File: src/rtl/alu_slt_pkg.sv
package alu_slt_pkg;

  typedef enum logic [2:0] {
    OP_AND = 3'b000,
    OP_OR  = 3'b001,
    OP_ADD = 3'b010,
    OP_SUB = 3'b110,
    OP_SLT = 3'b111
  } alu_op_e;

  // one-bit full adder: sum output
  function automatic logic fa_sum(input logic x, input logic y, input logic ci);
    return x ^ y ^ ci;
  endfunction

  // one-bit full adder: carry output (majority)
  function automatic logic fa_carry(input logic x, input logic y, input logic ci);
    return (x & y) | (x & ci) | (y & ci);
  endfunction

  // signed less-than decision from a difference sign and its overflow
  function automatic logic signed_less(input logic diff_sign, input logic diff_ovf);
    return diff_sign ^ diff_ovf;
  endfunction

  // true when the op code routes through the inverted-operand adder path
  function automatic logic uses_subtract(input logic [2:0] op);
    return (op == OP_SUB) || (op == OP_SLT);
  endfunction

  // true when the op code uses the adder at all
  function automatic logic uses_adder(input logic [2:0] op);
    return (op == OP_ADD) || (op == OP_SUB) || (op == OP_SLT);
  endfunction

endpackage

File: src/rtl/alu_slt_logic.sv
module alu_slt_logic #(
  parameter int WIDTH = 32
) (
  input  logic [WIDTH-1:0] x_i,
  input  logic [WIDTH-1:0] y_i,
  output logic [WIDTH-1:0] and_o,
  output logic [WIDTH-1:0] or_o
);

  for (genvar i = 0; i < WIDTH; i++) begin : g_bit
    assign and_o[i] = x_i[i] & y_i[i];
    assign or_o[i]  = x_i[i] | y_i[i];
  end

endmodule

File: src/rtl/alu_slt_adder.sv
module alu_slt_adder
  import alu_slt_pkg::*;
#(
  parameter int WIDTH = 32
) (
  input  logic [WIDTH-1:0] x_i,
  input  logic [WIDTH-1:0] y_i,
  input  logic             cin_i,
  output logic [WIDTH-1:0] sum_o,
  output logic             c_msb_in_o,
  output logic             c_out_o
);

  logic [WIDTH:0] chain;

  assign chain[0] = cin_i;

  for (genvar i = 0; i < WIDTH; i++) begin : g_stage
    assign sum_o[i]     = fa_sum(x_i[i], y_i[i], chain[i]);
    assign chain[i + 1] = fa_carry(x_i[i], y_i[i], chain[i]);
  end

  assign c_msb_in_o = chain[WIDTH-1];
  assign c_out_o    = chain[WIDTH];

endmodule

File: src/rtl/alu_slt_compare.sv
module alu_slt_compare
  import alu_slt_pkg::*;
#(
  parameter int WIDTH = 32
) (
  input  logic             diff_sign_i,
  input  logic             diff_ovf_i,
  output logic [WIDTH-1:0] flag_word_o
);

  localparam int UPPER = WIDTH - 1;

  assign flag_word_o[0]       = signed_less(diff_sign_i, diff_ovf_i);
  assign flag_word_o[UPPER:1] = '0;

endmodule

File: src/rtl/alu_slt_core.sv
module alu_slt_core
  import alu_slt_pkg::*;
#(
  parameter int WIDTH = 32
) (
  input  logic [WIDTH-1:0] a_i,
  input  logic [WIDTH-1:0] b_i,
  input  logic [2:0]       op_i,
  output logic [WIDTH-1:0] result_o,
  output logic             zero_o,
  output logic             carry_o,
  output logic             ovf_o
);

  localparam int MSB = WIDTH - 1;

  // named internal events, exposed for the checker
  logic             sub_mode;
  logic [WIDTH-1:0] addend_b;
  logic [WIDTH-1:0] adder_sum;
  logic             c_msb_in;
  logic             c_out;
  logic             adder_ovf;
  logic [WIDTH-1:0] and_word;
  logic [WIDTH-1:0] or_word;
  logic [WIDTH-1:0] slt_word;

  assign sub_mode = uses_subtract(op_i);
  assign addend_b = sub_mode ? ~b_i : b_i;

  alu_slt_logic #(.WIDTH(WIDTH)) u_logic (
    .x_i  (a_i),
    .y_i  (b_i),
    .and_o(and_word),
    .or_o (or_word)
  );

  alu_slt_adder #(.WIDTH(WIDTH)) u_adder (
    .x_i       (a_i),
    .y_i       (addend_b),
    .cin_i     (sub_mode),
    .sum_o     (adder_sum),
    .c_msb_in_o(c_msb_in),
    .c_out_o   (c_out)
  );

  assign adder_ovf = c_msb_in ^ c_out;

  alu_slt_compare #(.WIDTH(WIDTH)) u_cmp (
    .diff_sign_i(adder_sum[MSB]),
    .diff_ovf_i (adder_ovf),
    .flag_word_o(slt_word)
  );

  always_comb begin
    unique case (op_i)
      OP_AND:  result_o = and_word;
      OP_OR:   result_o = or_word;
      OP_ADD:  result_o = adder_sum;
      OP_SUB:  result_o = adder_sum;
      OP_SLT:  result_o = slt_word;
      default: result_o = '0;
    endcase
  end

  assign carry_o = uses_adder(op_i) & c_out;
  assign ovf_o   = uses_adder(op_i) & adder_ovf;
  assign zero_o  = ~(|result_o);

endmodule

File: config.mk
export PLATFORM = sky130hd
export DESIGN_NAME = alu_slt_core
export DESIGN_NICKNAME = d
export VERILOG_FILES = /design/src/rtl/alu_slt_pkg.sv /design/src/rtl/alu_slt_logic.sv /design/src/rtl/alu_slt_adder.sv /design/src/rtl/alu_slt_compare.sv /design/src/rtl/alu_slt_core.sv
export SDC_FILE = /design/constraint.sdc
export NUM_CORES = 1
export LEC_CHECK = 0
export BUFFER_PORTS_ARGS = -buffer_cell sky130_fd_sc_hd__buf_2
export CORE_MARGIN = 2
export CORE_UTILIZATION = 53
export DETAILED_ROUTE_END_ITERATION = 16
export GPL_ROUTABILITY_DRIVEN = 0
export PLACE_DENSITY = 0.92
export SLEW_MARGIN = 20
export SYNTH_ARGS = -nofsm -noshare
export SYNTH_HDL_FRONTEND = slang
export SYNTH_SLANG_ARGS = --single-unit
File: constraint.sdc
create_clock -name vclk -period 49.5
set_clock_uncertainty 0.15 [all_clocks]
set_input_delay 9.9 -clock vclk [all_inputs]
set_output_delay 9.9 -clock vclk [all_outputs]
set_load 0.02 [all_outputs]
==> reports/metrics.sh <==
PATH_CLASS='primary input to output port'
YOSYS.AREA.TOP_TYPE='sky130_fd_sc_hd__fa_1'
NUM_ROWS=22
ANT_NETS=0
DRC_ERRORS=0
SYNTH.CELLS.MOST_FREQUENT='32 x sky130_fd_sc_hd__fa_1, 27 x sky130_fd_sc_hd__xnor2_1, 20 x sky130_fd_sc_hd__and3b_1'
GRT.OVERFLOW.TOTAL=0
WL_PER_CELL_UM=16.4
PORT_BUFS=102
CRITPATHMAXSTAGEDELAY_PS=490
DESIGN.DIE.AREA_UM2=4310
TIMING.FINAL.SETUP_VIOLATIONS=0
NETLIST_TOP_CELLS_AREA='sky130_fd_sc_hd__fa_1 32%, sky130_fd_sc_hd__xnor2_1 12%, sky130_fd_sc_hd__and3b_1 8.7%'
CLOCK_BUFFER_COUNT=0
NETLIST.AREA_LEADER.SHARE_PCT=31.8
DIE_Y_UM=65.6
ARRIVAL_PS=25090
POST_SYNTHESIS_NET_COUNT=317
FLOORPLAN.CORE_AREA_UM2=3660
POSTCTSRESIZEDCELLS=0
POST-ROUTE-MIN-PERIOD_PS=35140
HOLD_VIOL_FINAL=0
LAYOUT.FILLER_CELLS=317
WORST_SLEW_MARGIN_REL_PCT=47.5
SYNTH_CELL_TYPES=32
ANTENNA_FOUND_INITIAL=0
POWERDENSITY_nW_PER_UM2=14.8
CTS-HOLD-FIX-BUFFERS=0
DR.FIRST_ITER.DRC_COUNT=89
DIE_WIDTH_UM=65.6
FIRST_GLOBAL_VIAS=2009
FINAL_LAYOUT_SIZE_SUFFIX_GT1_SHARE_PCT=40.2
SYNTH_SEQ_AREA_SHARE_PCT=0
WORST_IR_DROP_VDD_mV=0.00827
OUTCOME='complete, no violations'
DETAILEDROUTE.FIRSTPASSITERATIONCOUNT=4
POST_SYNTH.CELL_AREA_AVG_UM2=9.32
PATH_MAX_FANOUT=26
FINALNETCOUNT=404
ROUTED_VIA_DENSITY=5.90
LARGEST_NET_DEGREE_AT_THE_START_OF_GLOBAL_ROUTING=49
DESIGN.PORTCOUNT=102
RSZ0062_AT_GRT='false'
NETLIST_INSTANCES=216
NUM_ANTENNA_CELLS=0
SEQCELLAREA_UM2=0
FLOPS_AND_LATCHES=0
YOSYS.CELL_COUNT.TOP_TYPE='sky130_fd_sc_hd__fa_1'
GRT_FIRST_PASS_WIRELENGTH_UM=9330
MAX_FREQ_MHz=28.5
YOSYS_WARNINGS=0
PLACED_CELL_AREA_UM2=2500
GRT_USAGE_PCT=27.3
STATIC-LEAKAGE-POWER_nW=1.19
POST_CTS.REPAIR.SETUP_BUFFERS=0
TOTAL_POWER_W=0.0000372
INITIAL_UTILIZATION_PCT=55.0
SYNTHTOLAYOUTAREAGROWTH_PCT=24.4
CRITPATHSLOWESTCELL='sky130_fd_sc_hd__fa_1'
MIN_PERIOD_OVER_PERIOD_PCT=71.0
TIMING.CRITICAL_PATH.MODE_CELL='sky130_fd_sc_hd__fa_1'
CRITPATHREQUIREDTIME_PS=39450
CRIT_PATH_START_KIND='primary input'
MIN_PATH_TYPE='primary input to output port'
DRV_SLEW=0
FINAL_CORE_UTILIZATION_PCT=68.4
SETUP_TNS_PS=0
POST_ROUTE_CELL_AREA_UM2=2500
SYNTH_AREA_UM2=2010
ROUTE.VIAS.TOTAL=2058
PLACE_HPWL_UM=4650
DRV.MAX_CAP_VIOLATION_COUNT=0
MAX_SLEW.WORST_PIN.SLEW_PS=788
ROUTE.FINAL.WIRE_LENGTH_UM=5720
TIMING.CRITICAL_PATH.TO_TYPE='output port'
[per-layer routing]
metal / wire length (µm) / global-route usage [%]
met1: 2400 / 37.8
met2: 2770 / 46.8
met3: 460 / 1.88
met4: 93 / 5.47
met5: 0 / 0
[cells by family after synthesis]
family	count (synthesis)	share of synthesized area [%]
buffers and inverters	32	7.02
and+or+nand+nor	43	15.4
AOI/OAI and AO/OA	54	19.7
adders and majority gates	55	44.0
xor gates and xnor gates	32	13.9
[cells in the final DEF (no fill, tap or decap)]
| cell type | synthesis | final |
|---|---|---|
| sky130_fd_sc_hd__a21o_1 | 1 | 1 |
| sky130_fd_sc_hd__a31o_2 | 8 | 8 |
| sky130_fd_sc_hd__inv_2 | 1 | 1 |
| sky130_fd_sc_hd__and4_1 | 1 | 1 |
| sky130_fd_sc_hd__nor2_1 | 5 | 5 |
| sky130_fd_sc_hd__buf_2 | 2 | 102 |
| sky130_fd_sc_hd__ha_1 | 2 | 2 |
| sky130_fd_sc_hd__a21oi_1 | 2 | 2 |
| sky130_fd_sc_hd__nand3b_1 | 1 | 1 |
| sky130_fd_sc_hd__a31o_1 | 13 | 13 |
| sky130_fd_sc_hd__nor4_1 | 4 | 4 |
| sky130_fd_sc_hd__a32oi_1 | 10 | 10 |
| sky130_fd_sc_hd__inv_1 | 13 | 13 |
| sky130_fd_sc_hd__maj3_2 | 8 | 8 |
| sky130_fd_sc_hd__or4_1 | 5 | 5 |
| sky130_fd_sc_hd__o21ai_1 | 2 | 2 |
| sky130_fd_sc_hd__and3b_1 | 20 | 20 |
| sky130_fd_sc_hd__xnor2_1 | 27 | 27 |
| sky130_fd_sc_hd__buf_4 | 1 | 1 |
| sky130_fd_sc_hd__fa_1 | 32 | 32 |
| sky130_fd_sc_hd__maj3_1 | 13 | 13 |
| sky130_fd_sc_hd__nor3_1 | 1 | 1 |
| sky130_fd_sc_hd__a221o_1 | 1 | 1 |
| sky130_fd_sc_hd__nor3b_1 | 1 | 1 |
| sky130_fd_sc_hd__xor2_1 | 5 | 5 |
| sky130_fd_sc_hd__nor2b_1 | 2 | 2 |
| sky130_fd_sc_hd__o21ai_0 | 16 | 16 |
| sky130_fd_sc_hd__nand2_1 | 3 | 2 |
| sky130_fd_sc_hd__nand2_2 | 0 | 1 |
| sky130_fd_sc_hd__o211ai_1 | 1 | 1 |
[final cells by class]
cell class / instances / area (µm²) / area share (%)
multi-input cells: 184 / 1870 / 74.8
well taps: 48 / 60.1 / 2.40
inverters: 14 / 52.6 / 2.10
repair buffers: 103 / 518 / 20.7
[worst max-delay path: cells and delay by family]
| kind | cells | cell delay (ps) |
|---|---|---|
| AOI/OAI and AO/OA | 1 | 200 |
| xor gates and xnor gates | 1 | 190 |
| and+or+nand+nor | 5 | 1340 |
| adders and majority gates | 31 | 12730 |
| buffers and inverters | 5 | 690 |
[worst paths after layout]
path	cells past startpoint	slack, ps	end	startpoint
max	43	14360	zero_o	op_i[1]
min	4	20080	result_o[23]	a_i[23]
[through the flow]
stage               worst slack, ps  std cells  hold slack (ps)
floorplan                     14700        216            19890
global placement              14620        349            20080
detailed placement            14300        349            20080
CTS                           14300        349            20080
global route                  13660        349            20110
finish                        14360        349            20080
[power by group]
part / internal, W / total (W) / switching, W / leakage [nW]
logic: 0.0000160 / 0.0000372 / 0.0000212 / 1.19
registers: 0 / 0 / 0 / 0
clock network: 0 / 0 / 0 / 0
total: 0.0000160 / 0.0000372 / 0.0000212 / 1.19
Note: power is estimated with default switching activity, not from simulation.
